[src/rtl/hec_pkg.sv]
package hec_pkg;

   localparam int HDR_BYTES = 5;
   localparam int HDR_BITS  = 8 * HDR_BYTES;
   localparam logic [7:0]  HEC_POLY  = 8'h07;
   localparam logic [7:0]  HEC_COSET = 8'h55;
   localparam logic [31:0] IDLE_HDR  = 32'h0000_0001;

   typedef enum logic [1:0] {
      CLS_PASS = 2'd0,
      CLS_IDLE = 2'd1,
      CLS_ERR  = 2'd2
   } cell_class_e;

   // One byte through the CRC-8 register, most significant bit first.
   function automatic logic [7:0] crc8_byte(input logic [7:0] crc_in, input logic [7:0] d);
      logic [7:0] c;
      logic       fb;
      c = crc_in;
      for (int b = 7; b >= 0; b--) begin
         fb = c[7] ^ d[b];
         c  = {c[6:0], 1'b0} ^ (fb ? HEC_POLY : 8'h00);
      end
      return c;
   endfunction

   // CRC-8 of four header bytes, byte 0 in bits 31:24.
   function automatic logic [7:0] crc8_word(input logic [31:0] w);
      logic [7:0] c;
      c = 8'h00;
      for (int i = 3; i >= 0; i--) c = crc8_byte(c, w[i*8 +: 8]);
      return c;
   endfunction

   // Syndrome left by one inverted bit; p = 39 is MSB of byte 0, p = 0 is LSB of the check byte.
   function automatic logic [7:0] single_bit_syndrome(input int p);
      logic [7:0]  s;
      logic [31:0] w;
      s = 8'h00;
      w = 32'h0;
      if (p < 8) begin
         s[p] = 1'b1;
      end else begin
         w[p-8] = 1'b1;
         s = crc8_word(w);
      end
      return s;
   endfunction

endpackage

[src/rtl/hec_crc_accum.sv]
module hec_crc_accum
   import hec_pkg::*;
(
   input  logic       clk,
   input  logic       rst_n,
   input  logic       en,
   input  logic       first,
   input  logic [7:0] data,
   output logic [7:0] crc
);

   logic [7:0] crc_q;

   always_ff @(posedge clk or negedge rst_n) begin
      if (!rst_n)  crc_q <= 8'h00;
      else if (en) crc_q <= crc8_byte(first ? 8'h00 : crc_q, data);
   end

   assign crc = crc_q;

endmodule

[src/rtl/hec_corrector.sv]
module hec_corrector
   import hec_pkg::*;
#(
   parameter bit CORRECT_EN = 1'b1
)
(
   input  logic [31:0] hdr_rx,
   input  logic [7:0]  hec_rx,
   input  logic [7:0]  crc_calc,
   output logic [31:0] hdr_fix,
   output logic [7:0]  hec_fix,
   output logic        hdr_bad
);

   logic [7:0]          syndrome;
   logic [HDR_BITS-1:0] flip;

   assign syndrome = crc_calc ^ HEC_COSET ^ hec_rx;

   generate
      if (CORRECT_EN) begin : g_repair
         for (genvar p = 0; p < HDR_BITS; p++) begin : g_pos
            localparam logic [7:0] SYN = single_bit_syndrome(p);
            assign flip[p] = (syndrome == SYN);
         end
      end else begin : g_detect_only
         assign flip = '0;
      end
   endgenerate

   assign {hdr_fix, hec_fix} = {hdr_rx, hec_rx} ^ flip;
   assign hdr_bad = (syndrome != 8'h00) && (flip == '0);

endmodule

[src/rtl/hec_cell_store.sv]
module hec_cell_store
   import hec_pkg::*;
#(
   parameter int CELL_BYTES = 53,
   parameter int NUM_BUF    = 2,
   parameter int ADDR_W     = $clog2(CELL_BYTES),
   parameter int BUF_W      = (NUM_BUF > 1) ? $clog2(NUM_BUF) : 1
)
(
   input  logic                clk,
   input  logic                wr_en,
   input  logic [BUF_W-1:0]    wr_buf,
   input  logic [ADDR_W-1:0]   wr_addr,
   input  logic [7:0]          wr_byte,
   input  logic                hdr_load,
   input  logic [HDR_BITS-1:0] hdr_word,
   input  logic [BUF_W-1:0]    rd_buf,
   input  logic [ADDR_W-1:0]   rd_addr,
   output logic [7:0]          rd_byte
);

   logic [7:0] buf_rd [NUM_BUF];

   generate
      for (genvar b = 0; b < NUM_BUF; b++) begin : g_buf
         logic [7:0] cells [CELL_BYTES];
         always_ff @(posedge clk) begin
            if (wr_en && wr_buf == BUF_W'(b)) cells[wr_addr] <= wr_byte;
            if (hdr_load && wr_buf == BUF_W'(b)) begin
               for (int k = 0; k < HDR_BYTES; k++) cells[k] <= hdr_word[HDR_BITS-1-8*k -: 8];
            end
         end
         assign buf_rd[b] = cells[rd_addr];
      end
   endgenerate

   assign rd_byte = buf_rd[rd_buf];

endmodule

[src/rtl/hec_cell_filter.sv]
module hec_cell_filter
   import hec_pkg::*;
#(
   parameter int CELL_BYTES = 53,
   parameter int CNT_W      = 16,
   parameter bit CORRECT_EN = 1'b1
)
(
   input  logic             clk,
   input  logic             rst_n,
   input  logic             in_valid,
   input  logic             in_sop,
   input  logic [7:0]       in_data,
   output logic             wr_en,
   output logic [7:0]       wr_data,
   output logic             wr_sop,
   output logic             wr_eop,
   output logic [CNT_W-1:0] cnt_good,
   output logic [CNT_W-1:0] cnt_err_drop,
   output logic [CNT_W-1:0] cnt_idle_drop
);

   localparam int ADDR_W  = $clog2(CELL_BYTES);
   localparam int NUM_BUF = 2;
   localparam int BUF_W   = 1;
   localparam logic [ADDR_W-1:0] LAST_IDX = ADDR_W'(CELL_BYTES - 1);
   localparam logic [ADDR_W-1:0] HEC_IDX  = ADDR_W'(HDR_BYTES - 1);

   generate
      if (CELL_BYTES <= HDR_BYTES) begin : g_bad_cell_len
         $error("CELL_BYTES must exceed the header length");
      end
      if (CNT_W < 1) begin : g_bad_cnt_w
         $error("CNT_W must be at least 1");
      end
   endgenerate

   // ---------------- intake ----------------
   logic              in_cell_q;
   logic [ADDR_W-1:0] idx_q, pos;
   logic              take, hdr_end, cell_end, crc_en;
   logic [31:0]       hdr_q;
   logic [7:0]        crc_calc;
   logic [31:0]       hdr_fix;
   logic [7:0]        hec_fix;
   logic              hdr_bad;
   cell_class_e       class_d, class_q;
   logic [BUF_W-1:0]  wb_q;

   assign take     = in_valid && (in_sop || in_cell_q);
   assign pos      = in_sop ? '0 : idx_q;
   assign hdr_end  = take && (pos == HEC_IDX);
   assign cell_end = take && (pos == LAST_IDX);
   assign crc_en   = take && (pos < HEC_IDX);

   always_ff @(posedge clk or negedge rst_n) begin
      if (!rst_n) begin
         hdr_q <= '0;
      end else if (crc_en) begin
         for (int k = 0; k < 4; k++) begin
            if (pos == ADDR_W'(k)) hdr_q[31-8*k -: 8] <= in_data;
         end
      end
   end

   hec_crc_accum u_crc (
      .clk   (clk),
      .rst_n (rst_n),
      .en    (crc_en),
      .first (pos == '0),
      .data  (in_data),
      .crc   (crc_calc)
   );

   hec_corrector #(.CORRECT_EN(CORRECT_EN)) u_fix (
      .hdr_rx   (hdr_q),
      .hec_rx   (in_data),
      .crc_calc (crc_calc),
      .hdr_fix  (hdr_fix),
      .hec_fix  (hec_fix),
      .hdr_bad  (hdr_bad)
   );

   always_comb begin
      if (hdr_bad)                    class_d = CLS_ERR;
      else if (hdr_fix == IDLE_HDR)   class_d = CLS_IDLE;
      else                            class_d = CLS_PASS;
   end

   always_ff @(posedge clk or negedge rst_n) begin
      if (!rst_n) begin
         in_cell_q     <= 1'b0;
         idx_q         <= '0;
         class_q       <= CLS_PASS;
         wb_q          <= '0;
         cnt_err_drop  <= '0;
         cnt_idle_drop <= '0;
      end else begin
         if (take) begin
            in_cell_q <= (pos != LAST_IDX);
            idx_q     <= pos + 1'b1;
         end
         if (hdr_end) class_q <= class_d;
         if (cell_end) begin
            case (class_q)
               CLS_PASS: wb_q          <= ~wb_q;
               CLS_ERR:  cnt_err_drop  <= cnt_err_drop + 1'b1;
               CLS_IDLE: cnt_idle_drop <= cnt_idle_drop + 1'b1;
               default:  ;
            endcase
         end
      end
   end

   // ---------------- storage ----------------
   logic [BUF_W-1:0]  rb_q;
   logic [ADDR_W-1:0] ridx_q;
   logic [7:0]        rd_byte;

   hec_cell_store #(
      .CELL_BYTES (CELL_BYTES),
      .NUM_BUF    (NUM_BUF),
      .ADDR_W     (ADDR_W),
      .BUF_W      (BUF_W)
   ) u_store (
      .clk      (clk),
      .wr_en    (take),
      .wr_buf   (wb_q),
      .wr_addr  (pos),
      .wr_byte  (in_data),
      .hdr_load (hdr_end),
      .hdr_word ({hdr_fix, hec_fix}),
      .rd_buf   (rb_q),
      .rd_addr  (ridx_q),
      .rd_byte  (rd_byte)
   );

   // ---------------- readout ----------------
   logic [NUM_BUF-1:0] ready_q, ready_d;
   logic               rd_mid_q, go, rd_last;

   assign go      = rd_mid_q || ready_q[rb_q];
   assign rd_last = go && (ridx_q == LAST_IDX);

   always_comb begin
      ready_d = ready_q;
      if (rd_last) ready_d[rb_q] = 1'b0;
      if (cell_end && class_q == CLS_PASS) ready_d[wb_q] = 1'b1;
   end

   always_ff @(posedge clk or negedge rst_n) begin
      if (!rst_n) begin
         ready_q  <= '0;
         rd_mid_q <= 1'b0;
         rb_q     <= '0;
         ridx_q   <= '0;
         wr_en    <= 1'b0;
         wr_data  <= '0;
         wr_sop   <= 1'b0;
         wr_eop   <= 1'b0;
         cnt_good <= '0;
      end else begin
         ready_q <= ready_d;
         wr_en   <= go;
         wr_data <= go ? rd_byte : 8'h00;
         wr_sop  <= go && (ridx_q == '0);
         wr_eop  <= rd_last;
         if (go) begin
            rd_mid_q <= !rd_last;
            ridx_q   <= rd_last ? '0 : ridx_q + 1'b1;
            if (rd_last) begin
               rb_q     <= ~rb_q;
               cnt_good <= cnt_good + 1'b1;
            end
         end
      end
   end

   // ---------------- assertions ----------------
   AST_FIX_CLEAN: assert property (@(posedge clk) disable iff (!rst_n)
      (hdr_end && !hdr_bad) |-> ((crc8_word(hdr_fix) ^ HEC_COSET) == hec_fix));

   AST_NO_OVERRUN: assert property (@(posedge clk) disable iff (!rst_n)
      (in_valid && in_sop) |-> !ready_q[wb_q]);

   AST_BURST_CONTIG: assert property (@(posedge clk) disable iff (!rst_n)
      (wr_en && !wr_eop) |=> (wr_en && !wr_sop));

   AST_SOP_AFTER_EOP: assert property (@(posedge clk) disable iff (!rst_n)
      (wr_en && wr_eop) |=> (!wr_en || wr_sop));

   AST_GOOD_AT_EOP: assert property (@(posedge clk) disable iff (!rst_n)
      (wr_en && wr_eop) |-> (cnt_good == $past(cnt_good) + 1'b1));

endmodule

[config.mk]
export PLATFORM = sky130hd
export DESIGN_NAME = hec_cell_filter
export DESIGN_NICKNAME = d
export VERILOG_FILES = /design/src/rtl/hec_pkg.sv /design/src/rtl/hec_crc_accum.sv /design/src/rtl/hec_corrector.sv /design/src/rtl/hec_cell_store.sv /design/src/rtl/hec_cell_filter.sv
export SDC_FILE = /design/constraint.sdc
export NUM_CORES = 1
export LEC_CHECK = 0
export BUFFER_PORTS_ARGS = -buffer_cell sky130_fd_sc_hd__buf_2
export CORE_UTILIZATION = 55
export DETAILED_ROUTE_END_ITERATION = 6
export PLACE_DENSITY = 0.69
export SYNTH_ARGS = -nofsm -noshare
export SYNTH_HDL_FRONTEND = slang
export SYNTH_SLANG_ARGS = --single-unit
[constraint.sdc]
create_clock -name clk -period 3.9 [get_ports clk]
set_clock_uncertainty 0.15 [all_clocks]
set_input_delay 0 -clock clk [delete_from_list [all_inputs] [get_ports clk]]
set_output_delay 0 -clock clk [all_outputs]
set_load 0.01 [all_outputs]
# After elaboration in Yosys (flattened, before gate mapping)
# Memory sizes are Yosys's and may differ from the RTL's.
# Index checks and enable logic that the tools add are counted.
[word_totals]
register_bits = 119
mem_bits_rw = 848
input_bits = 12
out_inout_bits = 59
mem_count = 2
[op_classes]
n_addsub = 5
n_lt_le_gt_ge = 6
n_eq_ne = 50
mux = 33
n_bitwise = 25
reduce_logical = 30
[mem_list]
columns = ["memory", "depth", "word_bits", "rd", "rd_ports_with_merged_regs", "write_ports", "line_no", "source"]
rows = [
  ["u_store.g_buf[0].cells", 53, 8, 1, 0, 6, "hec_cell_store.sv:26", "logic [7:0] cells [CELL_BYTES];"],
  ["u_store.g_buf[1].cells", 53, 8, 1, 0, 6, "hec_cell_store.sv:26", ""],
]
[op_table]
columns = ["cell", "n"]
rows = [
  ["$eq A8 B8 Y1 const B", 14],
  ["$eq A8 B7 Y1 const B", 10],
  ["$xor A8 B8 Y8", 9],
  ["$add A16 B1 Y16 const B", 3],
  ["$eq A8 B6 Y1 const B", 5],
  ["$logic_not A40 Y1", 1],
  ["$mux W8", 5],
  ["$xor A40 B40 Y40", 1],
  ["$eq A32 B1 Y1 const B", 1],
  ["$eq A8 B5 Y1 const B", 4],
  ["$eq A8 B4 Y1 const B", 3],
  ["$mux W3", 8],
  ["$eq A8 B3 Y1 const B", 2],
  ["$reduce_and A2 Y1", 8],
  ["$logic_and A1 B1 Y1", 14],
  ["$mux W1", 13],
  ["$add A6 B1 Y6 const B", 2],
  ["$eq A6 B2 Y1 const B", 2],
  ["$eq A6 B6 Y1 const B", 2],
  ["$logic_not A6 Y1", 2],
  ["$mux W6", 2],
  ["$eq A8 B1 Y1 const B", 1],
  ["$eq A8 B2 Y1 const B", 1],
  ["$reduce_bool A8 Y1", 1],
  ["other kinds (21)", 35],
]

# Logic depth before layout (Yosys ltp)
# Gate-level depths: netlist (run 1).
[depth]
word_depth = 27
mapped_depth = 13
ltp_nobuf = 9

# Hierarchy
# Synthesis (run 1) repeated with hierarchy kept, for this count alone.
[unflattened]
cells_unflattened = 2483
area_unflattened_um2 = 42828.6
[by_module_without_submodules]
columns = ["mod", "instances", "cells_each", "area_each_um2", "seq_area_each_um2"]
rows = [
  ["hec_cell_store", 1, 1832, 35962.0, 26905.8],
  ["hec_cell_filter", 1, 400, 4938.5, 2777.7],
  ["hec_corrector", 1, 183, 1252.5, 0.0],
  ["hec_crc_accum", 1, 68, 675.6, 200.2],
]

# Worst setup path before layout (run 1)
# Ideal clock, no wire load.
[synth_timing]
path_type = "reg2reg"
startpoint = "register ridx_q[0]"
endpoint = "register cnt_good[13]"
setup_ns = 0.125
t_arrival_ns = 2.923
slack_ns = 0.702
stages_incl_launch_ff = 14
path_buffers = 4
period_less_slack_ns = 3.198
cell_sequence = "dfrtp_1 buf_2 buf_2 buf_2 buf_2 inv_1 ha_1 nor2b_1 nand4_1 nor2_1 nand4_1 nor3_1 nand3_1 xnor2_1"
[synth_via]
elab_chain_cells = 3
[synth_lines]
columns = ["element", "line_no", "source"]
rows = [
  ["start: declaration", "hec_cell_filter.sv:117", "logic [ADDR_W-1:0] ridx_q;"],
  ["start signal: assignment", "hec_cell_filter.sv:170", "ridx_q <= rd_last ? '0 : ridx_q + 1'b1;"],
  ["$eq A6 B6 Y1", "hec_cell_filter.sv:143", "assign rd_last = go && (ridx_q == LAST_IDX);"],
  ["$logic_and A1 B1 Y1", "hec_cell_filter.sv:143", ""],
  ["named net rd_last", "hec_cell_filter.sv:140", "logic rd_mid_q, go, rd_last;"],
  ["$reduce_and A2 Y1 (no line)", "-", ""],
  ["end signal: assignment", "hec_cell_filter.sv:173", "cnt_good <= cnt_good + 1'b1;"],
  ["end: declaration", "hec_cell_filter.sv:18", "output logic [CNT_W-1:0] cnt_good,"],
]
# The timed path passes the listed nets, and every way through them passes these cells.
# A chain may end at the register's enable or synchronous reset.

# Worst setup path in the final report (run 1)
[layout_timing]
startpoint = "register ridx_q[0]"
endpoint = "register wr_data[6]"
[layout_via]
elab_chain_cells = 5
[layout_lines]
columns = ["element", "line_no", "source"]
rows = [
  ["$mem_v2 Z53 W8", "-", ""],
  ["$mux W8 (implied by the code) * (3 in series)", "hec_cell_store.sv:37", "assign rd_byte = buf_rd[rd_buf];"],
  ["$mux W8 *", "hec_cell_filter.sv:165", "wr_data <= go ? rd_byte : 8'h00;"],
  ["end signal: assignment", "hec_cell_filter.sv:165", ""],
  ["end: declaration", "hec_cell_filter.sv:15", "output logic [7:0] wr_data,"],
]
# Every way passes the cells marked *; elsewhere a longest branch is shown, timed or not. The select of a mux whose other input is x is not followed.

==> run summary, run 1 <==
Status = complete, no violations
Die Area = 76790 µm²
# H-tree levels = 3
CP max stage cell = dfrtp_4
Synth area leaders = edfxtp_1 65%, mux4_2 12%, dfrtp_1 7.2%, nor2_1 1.9%, xnor2_1 1.3%
Delay of the slowest critical-path stage = 630 ps
DP HPWL = 68.38 mm
WHS = 17.72 ps
Vias = 23276
Slew Limit Fails = 0
Aggregate global-route resource usage = 0.2774
Relative slew margins = 0.2607
Asr flop ratio synth = 0.1172
Net Switching = 0.005674 W
Top-area cell type share of the netlist area = 0.6464
Combinational Power Share = 0.082
Sink Count = 1015
Longest Clk Path Bufs = 3
Area leader, netlist = edfxtp_1
Worst-Margin Slew = 1106 ps
Mapped Nets = 2387
Sw frac = 0.2347
Maximum VDD drop = 0.3491 mV
Syn Std Cell Area = 41620 µm²
Final setup fails = 0
PortBufs = 70
CTS tree = done
Tmin final = 3445 ps
Worst skew pair latency = 670 ps
Total gr overflow = 0
Sequential element share of the synthesized area = 0.7179
Pleak = 15.93 nW
Power density over cell area = 509.8 nW/µm²
Cts bufs inserted = 101
Clock slew at reported path FFs = 60 ps
Sequential Power Share = 0.507
Iteration-0 DRC Markers = 2811
Cell Rows = 100
Max Clk Rate = 290.3 MHz
Worst setup path category = flop to flop
Final setup margin = 455.1 ps
Most frequent cell after synthesis = edfxtp_1
CP max FO = 43
Yosys cell types = 64
Die Y = 277.1 µm
Post-route ant nets = 0
Dpl ws = 520.9 ps
Critical Path, Cell by Cell = buf_12, mux4_2, a22o_1, a221oi_1, o22ai_1, a2111oi_0, a311oi_1
Nature of the critical path startpoint = flop
P&R area growth vs syn = 13.94%
Initial antenna violation count = 0
GPL Wtd Cong = 0.9313
I/O pins = 71
Vias/cell = 6.437
Fin crit share = 0.8833
Final Hold Fails = 0
Final Net Count = 2585
Required @ worst endpoint = 4280 ps
Remaining DRCs = 0
Initial core utilization = 0.5573
Share of cells above drive strength 1 = 0.2448
CORE AREA = 74700 µm²
Synth Instances = 2366
Clock Power Share = 0.411
Router iterations before antenna repair = 5
EDFF count, synth = 896
Number of synthesized register bits = 1015
Root buf cell = clkbuf_16
WP data arrival = 3820 ps
Final setup TNS = 0 ps
Post-Synthesis Mean Instance Area = 17.59 µm²
Post-synth top cells = 896 x edfxtp_1, 226 x mux4_2, 209 x nor2_1, 119 x dfrtp_1, 119 x nand2_1
Crit path max-delay family = compound AO/OA/AOI/OAI gates
Width of the die = 277.1 µm
RSZ-0062 raised after global routing = false
Element type at the critical path end = flop
# diodes = 0
CP bufs+invs = 1
First-pass GRT wire length = 155.8 mm
Hold WC Path Type = input port to flop
Pin count of the biggest net entering global routing = 87
Post-Route WL = 104.8 mm
Wirelength per Cell = 28.99 µm
Internal Power = 0.01850 W
Final core occ = 0.6349
Yosys Warn Count = 0
Max Cap Violations = 0
Top FF cell, synth = edfxtp_1
Vias in the first global route = 23455
[final timing paths]
check | end | slack (ps) | cells past startpoint | start
max | wr_data[6] | 460 | 7 | ridx_q[0]
min | u_crc.crc[7] | 20 | 5 | in_data[7]
max reg2reg | wr_data[6] | 460 | 7 | ridx_q[0]
min reg2reg | cnt_err_drop[15] | 330 | 1 | cnt_err_drop[15]
max in group asynchronous | ridx_q[0] | 2830 | 4 | rst_n
min in group asynchronous | u_crc.crc[7] | 370 | 4 | rst_n
[cell usage in the layout, fill, tap and decap left out, types with 9 or more instances in the layout]
| cell type | netlist | layout |
|---|---|---|
| edfxtp_1 | 896 | 896 |
| mux4_2 | 226 | 226 |
| nor2_1 | 209 | 206 |
| buf_4 | 1 | 144 |
| nand2_1 | 119 | 119 |
| dfrtp_1 | 119 | 116 |
| clkbuf_16 | 0 | 103 |
| a21oi_1 | 98 | 98 |
| xnor2_1 | 61 | 61 |
| buf_2 | 29 | 61 |
| a22oi_1 | 57 | 57 |
| xor2_1 | 46 | 46 |
| nand3_1 | 43 | 43 |
| nand4_1 | 40 | 40 |
| mux2_2 | 36 | 36 |
| o21ai_0 | 27 | 27 |
| clkbuf_1 | 94 | 26 |
| nor3_1 | 25 | 25 |
| mux2i_1 | 16 | 16 |
| a22o_1 | 16 | 16 |
| a221oi_1 | 16 | 16 |
| clkinv_1 | 0 | 15 |
| clkinv_2 | 0 | 14 |
| bufinv_16 | 0 | 13 |
| nor4_1 | 12 | 12 |
| dlygate4sd3_1 | 0 | 12 |
| and2_1 | 11 | 10 |
| inv_1 | 10 | 10 |
| nor2b_1 | 12 | 10 |
| o22ai_1 | 10 | 10 |
| nand2b_1 | 9 | 9 |
| and3_1 | 9 | 9 |
| ha_1 | 9 | 9 |
[worst min-delay path, stage by stage]
cell     delay (ps)
buf_4           180
xnor2_1         200
xnor2_1         130
xnor2_1         170
o21ai_0          60
[metal layers]
layer  GRT usage  routed length (µm)  vias to the layer above
met5           0                   0                        -
met2      0.4304               49600                     1104
met1      0.3989               43000                    12116
li1            -                   -                     9864
met3     0.04142                7973                      192
met4      0.1150                4245                        0
[area by class of cell]
class | instances | area, µm²
flip-flops and latches | 1015 | 29890
repair buffers | 226 | 1685
well taps | 969 | 1212
fillers | 5160 | 27270
inverters | 10 | 37.54
multi-input cells | 1210 | 11210
clock buffers | 135 | 2751
clock inverters | 51 | 641.9
[cell families after synthesis]
logic type | count (synthesis) | synth area share
AO/OA/AOI/OAI | 288 | 0.04590
XOR/XNOR | 117 | 0.02657
adder cells (fa/ha/maj) | 9 | 0.002705
buffers and inverters | 141 | 0.01368
flip-flops | 1015 | 0.7179
multiplexers | 278 | 0.1359
AND/OR/NAND/NOR | 518 | 0.05735
[per-stage QoR]
step	power (W)	instance area, µm²	cells
CTS	0.02422	47430	3616
global route	0.02484	47430	3616
detailed placement	0.01441	43890	3417
finish	0.02418	47430	3616
floorplan	0.01364	41620	2366
global placement	0.01438	43890	3417
[power by group through the flow]
| stage | registers (W) | logic (W) | clock network [W] |
|---|---|---|---|
| floorplan | 0.0124 | 0.00127 | 0 |
| global placement | 0.0125 | 0.00192 | 0 |
| detailed placement | 0.0125 | 0.00193 | 0 |
| CTS | 0.0123 | 0.00195 | 0.0100 |
| global route | 0.0123 | 0.00213 | 0.0104 |
| finish | 0.0123 | 0.00199 | 0.00993 |
[flip-flops by register name, indices dropped and copies added, names as in the netlist, 2 cells and up]
name / cells
cnt_err_drop: 16
idx_q: 6
u_crc.crc: 8
ready_q: 2
class_q: 2
ridx_q: 6
hdr_q: 32
u_store.g_buf.cells: 896
cnt_idle_drop: 16
wr_data: 8
cnt_good: 16
[repair_timing]
action                                  in CTS  in global routing
hold buffers                                13                  0
setup buffers                                0                  0
endpoints found under the setup margin       0                  0
endpoints found under the hold margin      277                  0
resized for setup                            0                  0
Note: power is estimated with default switching activity, not from simulation.
==> run 2, diff against run 1 <==
--- a/config.mk
+++ b/config.mk
@@ -7,6 +7,9 @@
 export LEC_CHECK = 0
 export BUFFER_PORTS_ARGS = -buffer_cell sky130_fd_sc_hd__buf_2
 export CORE_UTILIZATION = 55
+export CTS_BUF_LIST = sky130_fd_sc_hd__clkbuf_2
+export CTS_CLUSTER_DIAMETER = 40
+export CTS_CLUSTER_SIZE = 24
 export DETAILED_ROUTE_END_ITERATION = 6
 export PLACE_DENSITY = 0.69
 export SYNTH_ARGS = -nofsm -noshare
==> run summary, run 2 (synthesis gave the netlist of run 1 again) <==
Status = complete, no violations
Cell Rows = 100 (unchanged)
Total gr overflow = 0 (unchanged)
Critical Path, Cell by Cell = dlygate4sd3_1, dlygate4sd3_1, buf_4, dlygate4sd3_1, xor2_2, nand4_2, o31ai_2, nand4_1, or4_1, or4_1, o31ai_2
Relative slew margins = 0.2592 (-0.001481)
Initial core utilization = 0.5573 (unchanged)
Post-CTS Setup Inserts = 0 (unchanged)
Most frequent cells in the layout = 896 x edfxtp_1, 226 x mux4_2, 206 x nor2_1
Dpl ws = 520.9 ps (unchanged)
Most common cell after layout, fill and taps aside = edfxtp_1
Vias = 23643 (+1.6%)
Die Area = 76790 µm² (unchanged)
Max reg flops = 896 (unchanged)
CTS tree = done
Share of cells above drive strength 1 = 0.2691 (+0.02428)
Post-Route WL = 106.0 mm (+1.1%)
Vias in the first global route = 23527 (+0.31%)
Reg with most FFs = u_store.g_buf.cells
WP data arrival = 4810 ps (+990 ps)
CP max FO = 8 (-81%)
Sink Count = 1015 (unchanged)
Max Clk Rate = 268.7 MHz (-7.4%)
Maximum VDD drop = 0.3297 mV (-5.5%)
I/O pins = 71 (unchanged)
DP HPWL = 68.38 mm (unchanged)
R2r worst-path depth = 7 (unchanged)
Tmin final = 3722 ps (+276.7 ps)
Pleak = 15.54 nW (-2.5%)
R2r setup slk = 460 ps (about the same)
Worst hold path depth = 4 (-1)
Worst setup path category = input port to flop
Router iterations before antenna repair = 5 (unchanged)
GPL Wtd Cong = 0.9313 (unchanged)
Worst skew pair latency = 1400 ps (+730 ps)
Die Y = 277.1 µm (unchanged)
Aggregate global-route resource usage = 0.2814 (+0.004002)
Hold WC Path Type = input port to flop
Iteration-0 DRC Markers = 2727 (-3.0%)
Vias/cell = 6.400 (-0.57%)
WHS = 83.13 ps (+65.42 ps)
Wirelength per Cell = 28.68 µm (-1.1%)
CP max stage cell = dlygate4sd3_1
Top Registers = u_store.g_buf.cells x896, hdr_q x32
Remaining DRCs = 0 (unchanged)
Slew Limit Fails = 0 (unchanged)
Max Cap Violations = 0 (unchanged)
Cell area after layout = 46220 µm² (-2.5%)
First-pass GRT wire length = 156.7 mm (+0.58%)
Final core occ = 0.6188 (-0.01611)
Element type at the critical path end = flop
Final setup margin = 178.3 ps (-276.7 ps)
Final Net Count = 2641 (+2.2%)
Required @ worst endpoint = 4990 ps (+710 ps)
Clock slew at reported path FFs = 190 ps (+130 ps)
Worst-Margin Slew = 1111 ps (+4.847 ps)
Cts bufs inserted = 132 (+31%)
PortBufs = 70 (unchanged)
Post-route ant nets = 0 (unchanged)
Worst path most repeated cell = dlygate4sd3_1
Width of the die = 277.1 µm (unchanged)
CTS resizes = 0 (unchanged)
Root buf cell = clkbuf_2
RSZ-0062 raised after global routing = false
Fin crit share = 0.9543 (+0.07096)
Final Hold Fails = 0 (unchanged)
CORE AREA = 74700 µm² (unchanged)
Delay of the slowest critical-path stage = 1050 ps (+420 ps)
Longest Clk Path Bufs = 3 (unchanged)
# H-tree levels = 4 (+1)
Placed cell areas = 43890 µm² (unchanged)
Pin count of the biggest net entering global routing = 87 (unchanged)
Power density over cell area = 455.1 nW/µm² (-11%)
Final setup TNS = 0 ps (unchanged)
Initial antenna violation count = 1 (+1)
Nature of the critical path startpoint = input port
Final setup fails = 0 (unchanged)
P&R area growth vs syn = 11.05%
==> run 2: cell types whose count changed in the layout (fill, tap and decap cells not counted), moves of 9 or more <==
cell           change
clkbuf_2         +139
dlygate4sd3_1     +22
clkinvlp_4        +14
clkbuf_1          -26
bufinv_16          +9
clkbuf_16        -103
inv_8              +9
inv_6             +12
==> run 2: worst paths after layout <==
kind	from	to
max	in_data[0]	class_q[0]
min	in_sop	idx_q[4]
max reg2reg	u_crc.crc[6]	class_q[0]
min reg2reg	cnt_err_drop[15]	cnt_err_drop[15]
max in group asynchronous	rst_n	cnt_good[13]
min in group asynchronous	rst_n	wr_data[6]
==> run 2: critical path, delay by kind of cell <==
kind / cells / cell delay (ps)
compound gates: 2 / 590
simple gates: 4 / 1500
buf+inv: 4 / 2320
xor+xnor: 1 / 360
==> run 2: what timing repair did <==
action,4_1_cts,5_1_grt
setup endpoints to repair,0,11
hold buffers,39,0
endpoints found under the hold margin,1995,0
==> run 2: layout make-up <==
cell class / count / area (µm²)
diodes: 1 / 2.502
flip-flops and latches: 1015 / 29890
fillers: 5403 / 28470
multi-input cells: 1210 / 11210
repair buffers: 251 / 1966
well taps: 969 / 1212
inverters: 10 / 37.54
clock buffers: 139 / 695.7
clock inverters: 99 / 1211
==> run 2: per-layer routing <==
layer / global-route usage / up-vias / share of wire
met4: 0.1182 / 0 / 0.039
met2: 0.4291 / 1206 / 0.47
met3: 0.05113 / 189 / 0.084
met1: 0.4044 / 12233 / 0.41
li1: - / 10015 / -
met5: 0 / - / 0
==> run 2: power breakdown <==
group / switching (W) / leakage [nW] / internal [W]
sequential: 0.000219 / 9.58 / 0.0120
combinational: 0.00137 / 4.82 / 0.000658
clock: 0.00406 / 1.14 / 0.00270
==> run 2: stage by stage <==
step                cells  power (W)
floorplan            2366    0.01364
global placement     3417    0.01438
detailed placement   3417    0.01441
CTS                  3694    0.02110
global route         3694    0.02172
finish               3694    0.02104
